==> src/rtl/svl_pkg.sv <==
package svl_pkg;

  localparam int IMM_W   = 6;
  localparam int VL_W    = IMM_W + 1;
  localparam int RADDR_W = 5;
  localparam int MAXVL   = 1 << IMM_W;

  // 32-bit word, most significant field first (big-endian bit 0 = insn[31])
  typedef struct packed {
    logic [5:0]         major;
    logic [RADDR_W-1:0] rt;
    logic [IMM_W-1:0]   imm;
    logic               set_mvl;
    logic               set_vl;
    logic [1:0]         rsvd;
    logic [RADDR_W-1:0] ra;
    logic [4:0]         xo_fix;
    logic               rc;
  } svl_word_t;

  function automatic logic [VL_W-1:0] umin(input logic [VL_W-1:0] a,
                                           input logic [VL_W-1:0] b);
    return (a < b) ? a : b;
  endfunction

endpackage

==> src/rtl/svl_decode.sv <==
module svl_decode
  import svl_pkg::*;
#(
  parameter logic [5:0] MAJOR_OP = 6'd22,
  parameter logic [4:0] XO_SUB   = 5'd27
) (
  input  logic            insn_valid,
  input  logic [31:0]     insn,
  output svl_word_t       fields,
  output logic [VL_W-1:0] imm_val,
  output logic            accept,
  output logic            illegal
);

  logic match;

  always_comb begin
    fields  = svl_word_t'(insn);
    match   = (fields.major == MAJOR_OP) && (fields.xo_fix == XO_SUB);
    accept  = insn_valid && match;
    illegal = insn_valid && !match;
    // zero immediate stands for the full length
    if (fields.imm == '0) imm_val = VL_W'(MAXVL);
    else                  imm_val = {1'b0, fields.imm};
  end

endmodule

==> src/rtl/svl_clamp.sv <==
module svl_clamp
  import svl_pkg::*;
#(
  parameter int XLEN = 64
) (
  input  svl_word_t       fields,
  input  logic [VL_W-1:0] imm_val,
  input  logic [VL_W-1:0] cur_vl,
  input  logic [VL_W-1:0] cur_mvl,
  input  logic [XLEN-1:0] rs_data,
  output logic [VL_W-1:0] mvl_nxt,
  output logic [VL_W-1:0] vl_nxt
);

  logic            rs_over;
  logic [VL_W-1:0] rs_low;
  logic [VL_W-1:0] base;
  logic [VL_W-1:0] capped;

  generate
    if (XLEN > VL_W) begin : g_wide
      assign rs_over = |rs_data[XLEN-1:VL_W];
      assign rs_low  = rs_data[VL_W-1:0];
    end else begin : g_narrow
      assign rs_over = 1'b0;
      assign rs_low  = VL_W'(rs_data);
    end
  endgenerate

  always_comb begin
    mvl_nxt = fields.set_mvl ? imm_val : cur_mvl;
    base    = fields.set_vl  ? imm_val : cur_vl;
    capped  = umin(base, mvl_nxt);
    if ((fields.ra != '0) && !rs_over) vl_nxt = umin(capped, rs_low);
    else                               vl_nxt = capped;
  end

endmodule

==> src/rtl/svl_state.sv <==
module svl_state
  import svl_pkg::*;
(
  input  logic            clk,
  input  logic            rst_n,
  input  logic            upd,
  input  logic            rc,
  input  logic [VL_W-1:0] vl_nxt,
  input  logic [VL_W-1:0] mvl_nxt,
  output logic [VL_W-1:0] vl,
  output logic [VL_W-1:0] mvl,
  output logic [3:0]      cr0
);

  logic [VL_W-1:0] vl_q, vl_d;
  logic [VL_W-1:0] mvl_q, mvl_d;
  logic [3:0]      cr0_q, cr0_d;
  logic            cr_en;

  always_comb begin
    cr_en = upd && rc;
    vl_d  = upd   ? vl_nxt  : vl_q;
    mvl_d = upd   ? mvl_nxt : mvl_q;
    cr0_d = cr_en ? {1'b0, (vl_nxt != '0), (vl_nxt == '0), 1'b0} : cr0_q;
  end

  always_ff @(posedge clk or negedge rst_n) begin
    if (!rst_n) begin
      vl_q  <= '0;
      mvl_q <= '0;
      cr0_q <= '0;
    end else begin
      vl_q  <= vl_d;
      mvl_q <= mvl_d;
      cr0_q <= cr0_d;
    end
  end

  assign vl  = vl_q;
  assign mvl = mvl_q;
  assign cr0 = cr0_q;

endmodule

==> src/rtl/svl_unit.sv <==
module svl_unit
  import svl_pkg::*;
#(
  parameter int         XLEN     = 64,
  parameter logic [5:0] MAJOR_OP = 6'd22,
  parameter logic [4:0] XO_SUB   = 5'd27
) (
  input  logic               clk,
  input  logic               rst_n,
  input  logic               insn_valid,
  input  logic [31:0]        insn,
  output logic [RADDR_W-1:0] rs_addr,
  input  logic [XLEN-1:0]    rs_data,
  output logic               rd_we,
  output logic [RADDR_W-1:0] rd_addr,
  output logic [XLEN-1:0]    rd_data,
  output logic [VL_W-1:0]    vl,
  output logic [VL_W-1:0]    mvl,
  output logic [3:0]         cr0,
  output logic               illegal
);

  // reset: asserted asynchronously, released on a clock edge
  logic [1:0] rst_sync_q;
  logic       rst_sync_n;

  always_ff @(posedge clk or negedge rst_n) begin
    if (!rst_n) rst_sync_q <= 2'b00;
    else        rst_sync_q <= {rst_sync_q[0], 1'b1};
  end
  assign rst_sync_n = rst_sync_q[1];

  svl_word_t       fields;
  logic [VL_W-1:0] imm_val;
  logic            accept;
  logic [VL_W-1:0] vl_nxt, mvl_nxt;

  svl_decode #(.MAJOR_OP(MAJOR_OP), .XO_SUB(XO_SUB)) u_dec (
    .insn_valid (insn_valid),
    .insn       (insn),
    .fields     (fields),
    .imm_val    (imm_val),
    .accept     (accept),
    .illegal    (illegal)
  );

  svl_clamp #(.XLEN(XLEN)) u_clamp (
    .fields  (fields),
    .imm_val (imm_val),
    .cur_vl  (vl),
    .cur_mvl (mvl),
    .rs_data (rs_data),
    .mvl_nxt (mvl_nxt),
    .vl_nxt  (vl_nxt)
  );

  svl_state u_state (
    .clk     (clk),
    .rst_n   (rst_sync_n),
    .upd     (accept),
    .rc      (fields.rc),
    .vl_nxt  (vl_nxt),
    .mvl_nxt (mvl_nxt),
    .vl      (vl),
    .mvl     (mvl),
    .cr0     (cr0)
  );

  always_comb begin
    rs_addr = fields.ra;
    rd_we   = accept && (fields.rt != '0);
    rd_addr = fields.rt;
    rd_data = {{(XLEN-VL_W){1'b0}}, vl_nxt};
  end

endmodule

==> config.mk <==
export PLATFORM = sky130hd
export DESIGN_NAME = svl_unit
export DESIGN_NICKNAME = d
export VERILOG_FILES = /design/src/rtl/svl_pkg.sv /design/src/rtl/svl_decode.sv /design/src/rtl/svl_clamp.sv /design/src/rtl/svl_state.sv /design/src/rtl/svl_unit.sv
export SDC_FILE = /design/constraint.sdc
export NUM_CORES = 1
export LEC_CHECK = 0
export BUFFER_PORTS_ARGS = -buffer_cell sky130_fd_sc_hd__buf_2
export CAP_MARGIN = 20
export CELL_PAD_IN_SITES_DETAIL_PLACEMENT = 0
export CELL_PAD_IN_SITES_GLOBAL_PLACEMENT = 1
export CORE_MARGIN = 8
export CORE_UTILIZATION = 29
export DETAILED_ROUTE_END_ITERATION = 12
export PLACE_DENSITY = 0.95
export SYNTH_ARGS = -nofsm -noshare
export SYNTH_HDL_FRONTEND = slang
export SYNTH_HIERARCHICAL = 1
export SYNTH_SLANG_ARGS = --single-unit
==> constraint.sdc <==
create_clock -name clk -period 10.1 [get_ports clk]
set_clock_uncertainty 0.15 [all_clocks]
set_input_delay 0.505 -clock clk [delete_from_list [all_inputs] [get_ports clk]]
set_output_delay 0.505 -clock clk [all_outputs]
set_load 0.01 [all_outputs]
# Word level (Yosys, flattened, before mapping)
# Index checks and enable logic that the tools add are counted.
# totals
register_bits,18
in_bits,99
output_inout_bits,94
elab_cells,28
# classes
order_cmp,2
eq_ne,2
muxes,6
n_reduce_logical,14
# op_table
cell,n
$reduce_or 57->1,1
$mux 7,6
$lt 7x7->1,2
$reduce_bool 5->1,2
$logic_not 7->1,1
$reduce_bool 7->1,1
$eq 6x5->1 const B,1
$logic_and 1x1->1,6
$logic_not 6->1,1
$eq 5x5->1 const B,1
$logic_not 1->1,2

# Depth between registers and ports, before layout
# Gate-level depths: netlist of run 1.
# depth
ltp_word,9
mapped_depth,20
ltp_nobuf,18

# Hierarchy
# Netlist of run 1, hierarchy kept.
# by_module_without_submodules
module,n_inst,cells_each,area_per_inst_um2,seq_area_each_um2
svl_clamp,1,111,868.3,0.0
svl_state,1,42,696.9,400.4
svl_unit,1,63,500.5,50.0
svl_decode,1,46,327.8,0.0

# Worst setup path before layout of run 1
# OpenSTA, ideal clock, no wires.
# synth_timing
path_kind,in2reg
from,in insn[20]
to,"reg u_state.cr0_q[1], in the netlist u_state/cr0[1]"
setup_ps,122
arrival_time_ps,4460
required_ps,9828
slack_ps,5369
stages,18
cell_sequence,or4_1 > nor3_1 > mux2i_1 > ha_1 > nand4_1 > a311oi_1 > a211oi_2 > buf_6 > mux2_2 > ha_1 > a21o_1 > a21o_1 > a211o_1 > nand3_1 > a21o_1 > a21boi_0 > nor3_1 > a32o_1
# synth_via
elab_chain_cells,9
word_cells_on_any_way,10
classes_between,2 x order compare; 6 x mux; 2 x reduce/logical
# synth_lines
item,line_no,rtl
start: declaration,svl_unit.sv:11,"input logic [31:0] insn,"
$logic_not 6->1 (*),svl_decode.sv:23,if (fields.imm == '0) imm_val = VL_W'(MAXVL);
$mux 7 (*),svl_decode.sv:23,
via imm_val[6],svl_unit.sv:34,logic [VL_W-1:0] imm_val;
"$mux 7, on equally long branches","svl_clamp.sv:32, svl_clamp.sv:31",
$lt 7x7->1,svl_pkg.sv:23,return (a < b) ? a : b;
$mux 7 (*),svl_pkg.sv:23,
$lt 7x7->1,svl_pkg.sv:23,
$mux 7,svl_pkg.sv:23,
$mux 7 (*),svl_clamp.sv:34,"if ((fields.ra != '0) && !rs_over) vl_nxt = umin(capped, rs_low);"
via rd_data[0],svl_unit.sv:16,"output logic [XLEN-1:0] rd_data,"
$logic_not 7->1 (*),svl_state.sv:24,"cr0_d = cr_en ? {1'b0, (vl_nxt != '0), (vl_nxt == '0), 1'b0} : cr0_q;"
end signal: assignment,svl_state.sv:35,cr0_q <= cr0_d;
end: declaration,svl_state.sv:17,"logic [3:0] cr0_q, cr0_d;"
# Mark *: on every way through the listed nets, which the timed path passes. The rest lies on a longest branch.
# A chain may end at the register's enable or synchronous reset.

# Worst setup path in the final report of run 1
# layout_timing
from,in insn[20]
to,out rd_data[0]
# layout_via
elab_chain_cells,8
word_cells_on_any_way,9
classes_between,2 x order compare; 6 x mux; 1 x reduce/logical
# layout_lines
item,line_no
$logic_not 6->1 (*),svl_decode.sv:23
$mux 7 (*),svl_decode.sv:23
via imm_val[6],svl_unit.sv:34
"$mux 7, on equally long branches","svl_clamp.sv:32, svl_clamp.sv:31"
$lt 7x7->1,svl_pkg.sv:23
$mux 7 (*),svl_pkg.sv:23
$lt 7x7->1,svl_pkg.sv:23
$mux 7,svl_pkg.sv:23
$mux 7 (*),svl_clamp.sv:34
end: declaration,svl_unit.sv:16
# Marked as above.

==> impl_metrics.csv, run 1 <==
group,metric,value,unit
floorplanning,core_area,7610,um2
worst_setup_path,end_kind,"output pin",
worst_setup_path,cp.required,9.45,ns
placed_design,dp_hpwl,6050,um
placed_design,gp_congestion,0.751,
grt,grt_antenna_before_repair,1,
sta,drv_slew,0,
pwr,power_density,79.4,nW/um2
cells_and_area,instances_no_fill,456,
placed_design,place_area,2640,um2
sta,rsz0062_at_grt,"false",
cts,cts_made_buffers,3,
cells_and_area,area_delta_synth_final,20.2,%
drt,drc_errors,0,
cts,clk_pin_slew,0.08,ns
sta,slew_headroom,43.4,%
cts,htreeDepth,1,
pwr,p_leak,1.57,nW
sta,period_minus_slack,5.66,ns
cts,cts_root_buf,"clkbuf_8",
drt,vias,1928,
cells_and_area,final_area,2710,um2
floorplanning,die_w,104,um
worst_setup_path,crit_top_cell,"a21o_1",
worst_setup_path,critical_path_class,"in2out",
cts,clockBufferDepth,2,
floorplanning,dieArea,10800,um2
cts,cts_tree,"built",
worst_setup_path,cp_slowest_stage_delay,0.76,ns
pwr,irDropWorstVdd,0.0000322,V
grt,grt_pass1_wl,10700,um
worst_setup_path,cp_num_buf_inv,2,
worst_setup_path,cp.arrival,5.01,ns
worst_setup_path,r2r-end,"u_state/cr0[1]$_DFFE_PN0P_",
placed_design,post-place-cells,451,
worst_setup_path,reg2reg_depth,15,
drt,routed_wl,6790,um
placed_design,port_buffers,131,
cells_and_area,layout-drive-gt1-share,49.2,%
floorplanning,io_pins,193,
synth,yosysWarnings,6,
floorplanning,num_rows,32,
cts,cts_setup_buffers,0,
worst_setup_path,crit_chain,"buf_2, or4_1, nor3_1, mux2i_1, ha_1, nand4_1, a311oi_1, a211oi_2, mux2_2, ha_1, a21o_1, a21o_1, a211o_1, nand3_1, a21o_1, a21boi_0, buf_2",
sta,fin_crit_sh,56.0,%
worst_setup_path,rrSetupSlack,5.39,ns
cts,clock_sinks,18,
worst_setup_path,path_delay_family,"compound AO/OA/AOI/OAI gates",
drt,via_per_inst,4.23,
synth,netlist_instances,243,
worst_setup_path,start_kind,"input port",
sta,hold_viol_final,0,
outcome,outcome,"finished, final reports clean",
sta,holdWs,0.149,ns
synth,postSynthAreaPerCell,9.26,um2
grt,grt_overflow,0,
floorplanning,die_y,104,um
sta,finalSetupViolations,0,
worst_setup_path,rr_startpoint,"u_state/vl[5]$_DFFE_PN0P_",
sta,max_freq,0.177,GHz
worst_setup_path,cp_max_fo,11,
synth,synth_area,2250,um2
drt,dr.first_iter.drc_count,73,
cells_and_area,final_net_count,466,
cts,clk_latency,0.26,ns
sta,final.setup.tns,0,ns
drt,avgRoutedWirePerCell,14.9,um
sta,tightestPinTransition,0.847,ns
hold_path,hold_class,"reg2async",
worst_setup_path,critPathSlowestCell,"a211oi_2",
floorplanning,start_util,29.6,%
grt,grt_use_total,11.8,%
drt,ant_nets,0,
grt,grt_max_degree,19,
flow_run,maxCapViolCount,0,
cells_and_area,insertedDiodeCount,0,
pwr,totalPowerFinal,215,uW
grt,grt_pass1_vias,2208,
drt,first_pass_iters,4,
==> stage by stage <==
stage               utilization, %  setup slack [ns]
finish                        35.6              4.44
global placement              34.7              4.45
CTS                           35.6              4.41
detailed placement            34.7              4.43
floorplan                        -              5.37
global route                  35.6              4.20
==> worst reg2reg max path, cell delays in order, from the launching register on <==
cell	delay [ns]
dfrtp_1	0.40
mux2_2	0.28
ha_1	0.31
a21oi_1	0.13
a21boi_0	0.12
a211oi_2	0.73
mux2_2	0.44
ha_1	0.29
a21o_1	0.16
a21o_1	0.17
a211o_1	0.31
nand3_1	0.14
a21o_1	0.13
a21boi_0	0.40
nor3_1	0.16
a32o_1	0.28
==> placed cells by master (no fill, tap or decap), drive strengths merged, types with 2 or more instances in the layout <==
| cell | count |
|---|---|
| dfrtp | 18 |
| mux2i | 8 |
| nand2 | 6 |
| a21o | 3 |
| or4 | 3 |
| a21boi | 2 |
| nor3 | 3 |
| nand3 | 4 |
| conb | 60 |
| nand4 | 6 |
| mux2 | 30 |
| clkbuf | 4 |
| inv | 15 |
| a21oi | 6 |
| ha | 12 |
| nor4 | 14 |
| buf | 132 |
| nor2 | 10 |
==> registers in the layout (all words and copies together), names as in the netlist <==
name / count
u_state/cr0: 2
u_state/mvl: 7
u_state/vl: 7
rst_sync_q: 2
==> report_power, final <==
group	leakage (nW)	internal, mW	total, mW	switching, mW
clock	0.0288	0.0347	0.0605	0.0258
sequential	0.247	0.0727	0.0744	0.00173
combinational	1.30	0.0347	0.0798	0.0451
==> how the worst max path moves through the flow <==
stage	startpoint	end	slack, ns	depth (start not counted)
6_report	insn[20]	rd_data[0]	4.44	17
5_1_grt	insn[20]	rd_data[0]	4.20	17
4_1_cts	insn[20]	rd_data[0]	4.41	17
3_5_place_dp	insn[20]	rd_data[0]	4.43	17
3_3_place_gp	insn[20]	rd_data[0]	4.45	17
2_1_floorplan	insn[20]	u_state/cr0[1]$_DFFE_PN0P_	5.37	18
==> repair_timing <==
action | 4_1_cts | 5_1_grt
resized for setup | 0 | 0
hold endpoints to repair | 2 | 0
hold buffers | 1 | 0
==> area by class of cell <==
| type | count | area, um2 |
|---|---|---|
| Tap cell | 102 | 128 |
| Fill cell | 829 | 4900 |
| Multi-Input combinational cell | 184 | 1340 |
| Timing Repair Buffer | 133 | 673 |
| Inverter | 15 | 56.3 |
| Clock buffer | 4 | 55.1 |
| Sequential cell | 18 | 450 |
==> per-layer routing <==
layer | GRT usage, % | wire (um) | up-vias
li1 | - | - | 939
met1 | 12.3 | 2600 | 894
met2 | 21.6 | 3530 | 85
met3 | 3.78 | 547 | 8
met4 | 3.83 | 96 | 2
met5 | 0 | 8 | -
No activity file was read; power rests on OpenSTA's default activity.
==> inputs of run 2 (changes only) <==
--- a/config.mk
+++ b/config.mk
@@ -5,14 +5,15 @@
 export SDC_FILE = /design/constraint.sdc
 export NUM_CORES = 1
 export LEC_CHECK = 0
+export ABC_AREA = 1
 export BUFFER_PORTS_ARGS = -buffer_cell sky130_fd_sc_hd__buf_2
 export CAP_MARGIN = 20
 export CELL_PAD_IN_SITES_DETAIL_PLACEMENT = 0
 export CELL_PAD_IN_SITES_GLOBAL_PLACEMENT = 1
 export CORE_MARGIN = 8
-export CORE_UTILIZATION = 29
+export CORE_UTILIZATION = 24
 export DETAILED_ROUTE_END_ITERATION = 12
-export PLACE_DENSITY = 0.95
+export PLACE_DENSITY = 0.87
 export SYNTH_ARGS = -nofsm -noshare
 export SYNTH_HDL_FRONTEND = slang
 export SYNTH_HIERARCHICAL = 1
==> constraint.sdc (replaced) <==
create_clock -name clk -period 4.6 [get_ports clk]
set_clock_uncertainty 0.15 [all_clocks]
set_input_delay 0.23 -clock clk [delete_from_list [all_inputs] [get_ports clk]]
set_output_delay 0.23 -clock clk [all_outputs]
set_load 0.01 [all_outputs]
==> impl_metrics.csv, run 2 <==
group,metric,value,unit
outcome,outcome,"finished, final reports clean",
sta,max_freq,0.257,GHz
cells_and_area,insertedDiodeCount,0,
sta,rsz0062_at_grt,"false",
sta,final.setup.tns,0,ns
sta,drv_slew,0,
drt,dr.first_iter.drc_count,46,
grt,grt_antenna_before_repair,0,
cells_and_area,final_common_cell,"buf_2",
sta,fin_crit_sh,84.6,%
drt,vias,2399,
drt,ant_nets,0,
cells_and_area,final_net_count,573,
cells_and_area,fill_cells,1098,
placed_design,post-place-cells,589,
floorplanning,die_w,117,um
floorplanning,core_area,9770,um2
cts,post_cts_resize_count,0,
synth,netlist_instances,349,
cells_and_area,instances_no_fill,593,
worst_setup_path,cp.arrival,3.51,ns
floorplanning,start_util,24.8,%
flow_run,maxCapViolCount,0,
synth,postSynthAreaPerCell,6.95,um2
worst_setup_path,cp_max_fo,12,
drt,first_pass_iters,4,
floorplanning,io_pins,193,
cells_and_area,area_delta_synth_final,20.0,%
floorplanning,die_y,117,um
sta,tightestPinTransition,0.900,ns
sta,hold_viol_final,0,
sta,finalSetupViolations,0,
cts,cts_made_buffers,3,
placed_design,dp_hpwl,6850,um
synth,yosysWarnings,6,
placed_design,gp_congestion,0.824,
worst_setup_path,cp.required,4.22,ns
pwr,irDropWorstVdd,0.0000606,V
grt,grt_max_degree,17,
floorplanning,num_rows,36,
drt,drc_errors,0,
worst_setup_path,rrSetupSlack,0.92,ns
pwr,power_density,160,nW/um2
cts,cts_tree,"built",
cts,clockBufferDepth,2,
grt,grt_use_total,10.7,%
grt,grt_pass1_wl,11900,um
grt,grt_pass1_vias,2605,
sta,slew_headroom,39.8,%
worst_setup_path,critical_path_class,"in2out",
drt,avgRoutedWirePerCell,12.7,um
drt,via_per_inst,4.05,
cells_and_area,layout-drive-gt1-share,36.7,%
cts,clk_pin_slew,0.07,ns
cts,clk_latency,0.25,ns
hold_path,hold_class,"reg2async",
placed_design,port_buffers,131,
floorplanning,dieArea,13600,um2
cells_and_area,final_cell_mix,"buf_2, nand2_1, conb_1, inv_1, nor2_1",
cts,cts_root_buf,"clkbuf_8",
worst_setup_path,end_kind,"output pin",
grt,grt_overflow,0,
synth,synth_area,2430,um2
drt,routed_wl,7520,um
cts,clock_sinks,18,
worst_setup_path,start_kind,"input port",
sta,period_minus_slack,3.89,ns
pwr,p_leak,1.77,nW
cts,htreeDepth,1,
-- run 2: worst paths after layout --
check	startpoint	to	depth (start not counted)
worst max-delay path	insn[18]	rd_data[4]	22
worst min-delay path	rst_sync_q[1]$_DFF_PN0_	u_state/mvl[5]$_DFFE_PN0P_	0
worst max register to register	u_state/mvl[6]$_DFFE_PN0P_	u_state/cr0[2]$_DFFE_PN0P_	19
worst min register to register	rst_sync_q[1]$_DFF_PN0_	u_state/mvl[5]$_DFFE_PN0P_	0
max in group asynchronous	rst_sync_q[1]$_DFF_PN0_	u_state/vl[0]$_DFFE_PN0P_	0
min in group clk	insn[0]	u_state/cr0[2]$_DFFE_PN0P_	4
-- run 2: final cells by class --
class	count	area, um2	share of cell area, %
Inverter	33	126	4.34
Clock buffer	3	41.3	1.42
Tap cell	133	166	5.72
Multi-Input combinational cell	273	1450	49.9
Timing Repair Buffer	133	673	23.1
Sequential cell	18	450	15.5
-- run 2: power breakdown --
| part | switching (mW) | internal (mW) |
|---|---|---|
| logic | 0.120 | 0.0736 |
| clock network | 0.0505 | 0.0581 |
| registers | 0.00346 | 0.160 |
| total | 0.174 | 0.292 |
-- run 2: worst max-delay path: stages --
cell      delay [ns]
buf_2           0.11
nor2_1          0.10
nand2_1         0.06
nor3_1          0.18
or2_2           0.15
o21ai_0         0.16
ha_1            0.36
a21oi_1         0.16
o21a_1          0.18
nand2_2         0.08
inv_2           0.18
nand2_1         0.07
o21ai_1         0.11
ha_1            0.27
a21oi_1         0.14
nor2_1          0.05
a211oi_1        0.32
nand2_4         0.15
nand2_4         0.12
nand2_1         0.05
nand2_1         0.12
buf_2           0.16
-- run 2: routing by layer --
| metal | wire length, um | track usage, % |
|---|---|---|
| met5 | 0 | 0 |
| met4 | 68 | 2.30 |
| met3 | 585 | 2.33 |
| met2 | 3730 | 19.6 |
| met1 | 3130 | 12.3 |
-- run 2: metrics by stage --
step	setup WS [ns]	power [mW]	instance area, um2	hold slack [ns]	util, %
finish	0.706	0.466	2910	0.123	29.8
global route	0.364	0.506	2910	0.142	29.8
CTS	0.695	0.470	2910	0.122	29.8
detailed placement	0.643	0.358	2860	-0.133	29.2
global placement	0.733	0.354	2860	-0.135	29.2
floorplan	1.07	0.324	2640	-0.216	-
-- run 2: repair_timing --
item / CTS / global route
endpoints found under the setup margin: 0 / 0
hold endpoints to repair: 2 / 0
hold buffers: 1 / 0
setup buffers: 0 / 0
==> inputs of run 3 (changes only) <==
--- a/config.mk
+++ b/config.mk
@@ -11,9 +11,9 @@
 export CELL_PAD_IN_SITES_DETAIL_PLACEMENT = 0
 export CELL_PAD_IN_SITES_GLOBAL_PLACEMENT = 1
 export CORE_MARGIN = 8
-export CORE_UTILIZATION = 24
+export CORE_UTILIZATION = 27
 export DETAILED_ROUTE_END_ITERATION = 12
-export PLACE_DENSITY = 0.87
+export PLACE_DENSITY = 0.92
 export SYNTH_ARGS = -nofsm -noshare
 export SYNTH_HDL_FRONTEND = slang
 export SYNTH_HIERARCHICAL = 1
==> constraint.sdc (replaced) <==
create_clock -name clk -period 4.08 [get_ports clk]
set_clock_uncertainty 0.15 [all_clocks]
set_input_delay 0.204 -clock clk [delete_from_list [all_inputs] [get_ports clk]]
set_output_delay 0.204 -clock clk [all_outputs]
set_load 0.01 [all_outputs]
==> impl_metrics.csv, run 3 (synthesis results as in run 2) <==
group,metric,value,unit
outcome,outcome,"finished, final reports clean",
cts,clockBufferDepth,2,
cells_and_area,area_delta_synth_final,19.4,%
drt,first_pass_iters,4,
drt,dr.first_iter.drc_count,78,
worst_setup_path,critical_path_class,"reg2out",
cells_and_area,insertedDiodeCount,0,
placed_design,place_area,2830,um2
cells_and_area,final_area,2900,um2
drt,drc_errors,0,
placed_design,dp_slack,0.210,ns
grt,grt_max_degree,17,
worst_setup_path,cp_slowest_stage_delay,0.41,ns
sta,drv_slew,0,
sta,finalSetupViolations,0,
drt,routed_wl,7400,um
cts,cts_root_buf,"clkbuf_8",
worst_setup_path,critPathSlowestCell,"o21ai_0",
grt,grt_util_met3,3.35,%
sta,tightestPinTransition,0.863,ns
drt,avgRoutedWirePerCell,13.0,um
grt,gr-usage-met1,12.6,%
grt,grt_util_met2,19.9,%
cts,clk_latency,0.25,ns
cells_and_area,final_common_cell,"buf_2",
sta,hold_viol_final,0,
placed_design,dp_hpwl,6710,um
worst_setup_path,cp_max_fo,12,
grt,grt_use_total,11.2,%
floorplanning,io_pins,193,
pwr,irDropWorstVdd,0.0000866,V
hold_path,hold_depth,4,
placed_design,port_buffers,131,
worst_setup_path,cp.arrival,3.37,ns
sta,rsz0062_at_grt,"false",
sta,slew_headroom,42.2,%
worst_setup_path,reg2reg_depth,19,
floorplanning,die_y,111,um
cts,htreeDepth,1,
floorplanning,dieArea,12300,um2
sta,period_minus_slack,3.73,ns
worst_setup_path,end_kind,"output pin",
cts,cts_tree,"built",
floorplanning,core_area,8720,um2
drt,via_per_inst,4.19,
placed_design,gp_congestion,0.821,
pwr,p_leak,1.77,nW
cells_and_area,final_net_count,573,
worst_setup_path,crit_chain,"o21ai_0, ha_1, a21oi_1, o21a_1, nand2_2, inv_2, nand2_1, o21ai_1, ha_1, a21oi_1, nor2_1, a211oi_2, nand2_4, nand2_4, nand2_1, nand2_1, buf_2",
pwr,power_density,190,nW/um2
grt,top_usage_layer,"met2",
flow_run,maxCapViolCount,0,
cts,cts_setup_buffers,0,
floorplanning,num_rows,34,
floorplanning,die_w,111,um
cells_and_area,instances_no_fill,569,
placed_design,post-place-cells,564,
sta,max_freq,0.268,GHz
sta,fin_ws,0.351,ns
hold_path,hold_class,"in2reg",
grt,grt_antenna_before_repair,0,
cells_and_area,layout-drive-gt1-share,37.1,%
cells_and_area,final_cell_mix,"buf_2, nand2_1, conb_1, inv_1, nor2_1",
drt,vias,2385,
grt,grt_pass1_wl,11800,um
worst_setup_path,cp.required,3.73,ns
cts,cts_made_buffers,3,
drt,ant_nets,0,
cts,clock_sinks,18,
worst_setup_path,start_kind,"register",
sta,final.setup.tns,0,ns
worst_setup_path,crit_top_cell,"nand2_1",
cts,clk_pin_slew,0.07,ns
grt,grt_pass1_vias,2609,
grt,grt_overflow,0,
sta,fin_crit_sh,91.4,%
floorplanning,start_util,27.8,%
-- run 3: cell count changes in the layout (fill, tap and decap cells not counted) --
cell and change:
a211oi_2 +1, clkbuf_8 +1, a211oi_1 -1
-- run 3: path summary, 6_finish.rpt --
path	end	startpoint	slack, ns
hold / removal	u_state/cr0[2]$_DFFE_PN0P_	insn[0]	0.06
setup reg to reg	u_state/cr0[2]$_DFFE_PN0P_	u_state/mvl[4]$_DFFE_PN0P_	0.50
min in group asynchronous	rst_sync_q[1]$_DFF_PN0_	rst_n	0.11
setup / recovery	rd_data[5]	u_state/mvl[4]$_DFFE_PN0P_	0.35
hold reg to reg	u_state/mvl[5]$_DFFE_PN0P_	rst_sync_q[1]$_DFF_PN0_	0.12
max in group asynchronous	u_state/mvl[1]$_DFFE_PN0P_	rst_sync_q[1]$_DFF_PN0_	3.25
-- run 3: through the flow --
step | total power, mW | utilization, % | hold WS [ns]
2_1_floorplan | 0.365 | - | -0.242
3_3_place_gp | 0.398 | 32.4 | -0.161
3_5_place_dp | 0.403 | 32.4 | -0.159
4_1_cts | 0.551 | 33.2 | 0.0562
5_1_grt | 0.589 | 33.2 | 0.0831
6_report | 0.549 | 33.2 | 0.0621
-- run 3: worst max-delay path: cells and delay by family, from the launching register on --
family / cells / cell delay [ns]
and+or+nand+nor: 7 / 0.62
adders and majority gates: 2 / 0.61
DFF: 1 / 0.38
AOI/OAI and AO/OA: 6 / 1.17
buffers and inverters: 2 / 0.32
-- run 3: area by class of cell --
class,instances,area (um2)
Clock buffer,4,55.1
Fill cell,960,5820
Inverter,33,126
Multi-Input combinational cell,273,1460
Sequential cell,18,450
Tap cell,108,135
Timing Repair Buffer,133,673
-- run 3: timing repair --
action	CTS	global route
gates resized for setup	0	1
hold buffers	1	0
setup endpoints to repair	0	8
endpoints found under the hold margin	2	0
-- run 3: where the power goes --
part / total, mW / switching, mW / internal, mW / leakage [nW]
combinational: 0.220 / 0.136 / 0.0839 / 1.50
sequential: 0.184 / 0.00388 / 0.180 / 0.247
clock: 0.145 / 0.0592 / 0.0857 / 0.0288
total: 0.549 / 0.199 / 0.350 / 1.77
-- run 3: layer usage --
metal,wire length (um),vias up
li1,-,1231
met3,476,8
met4,100,0
met2,3630,104
met5,0,-
met1,3190,1042
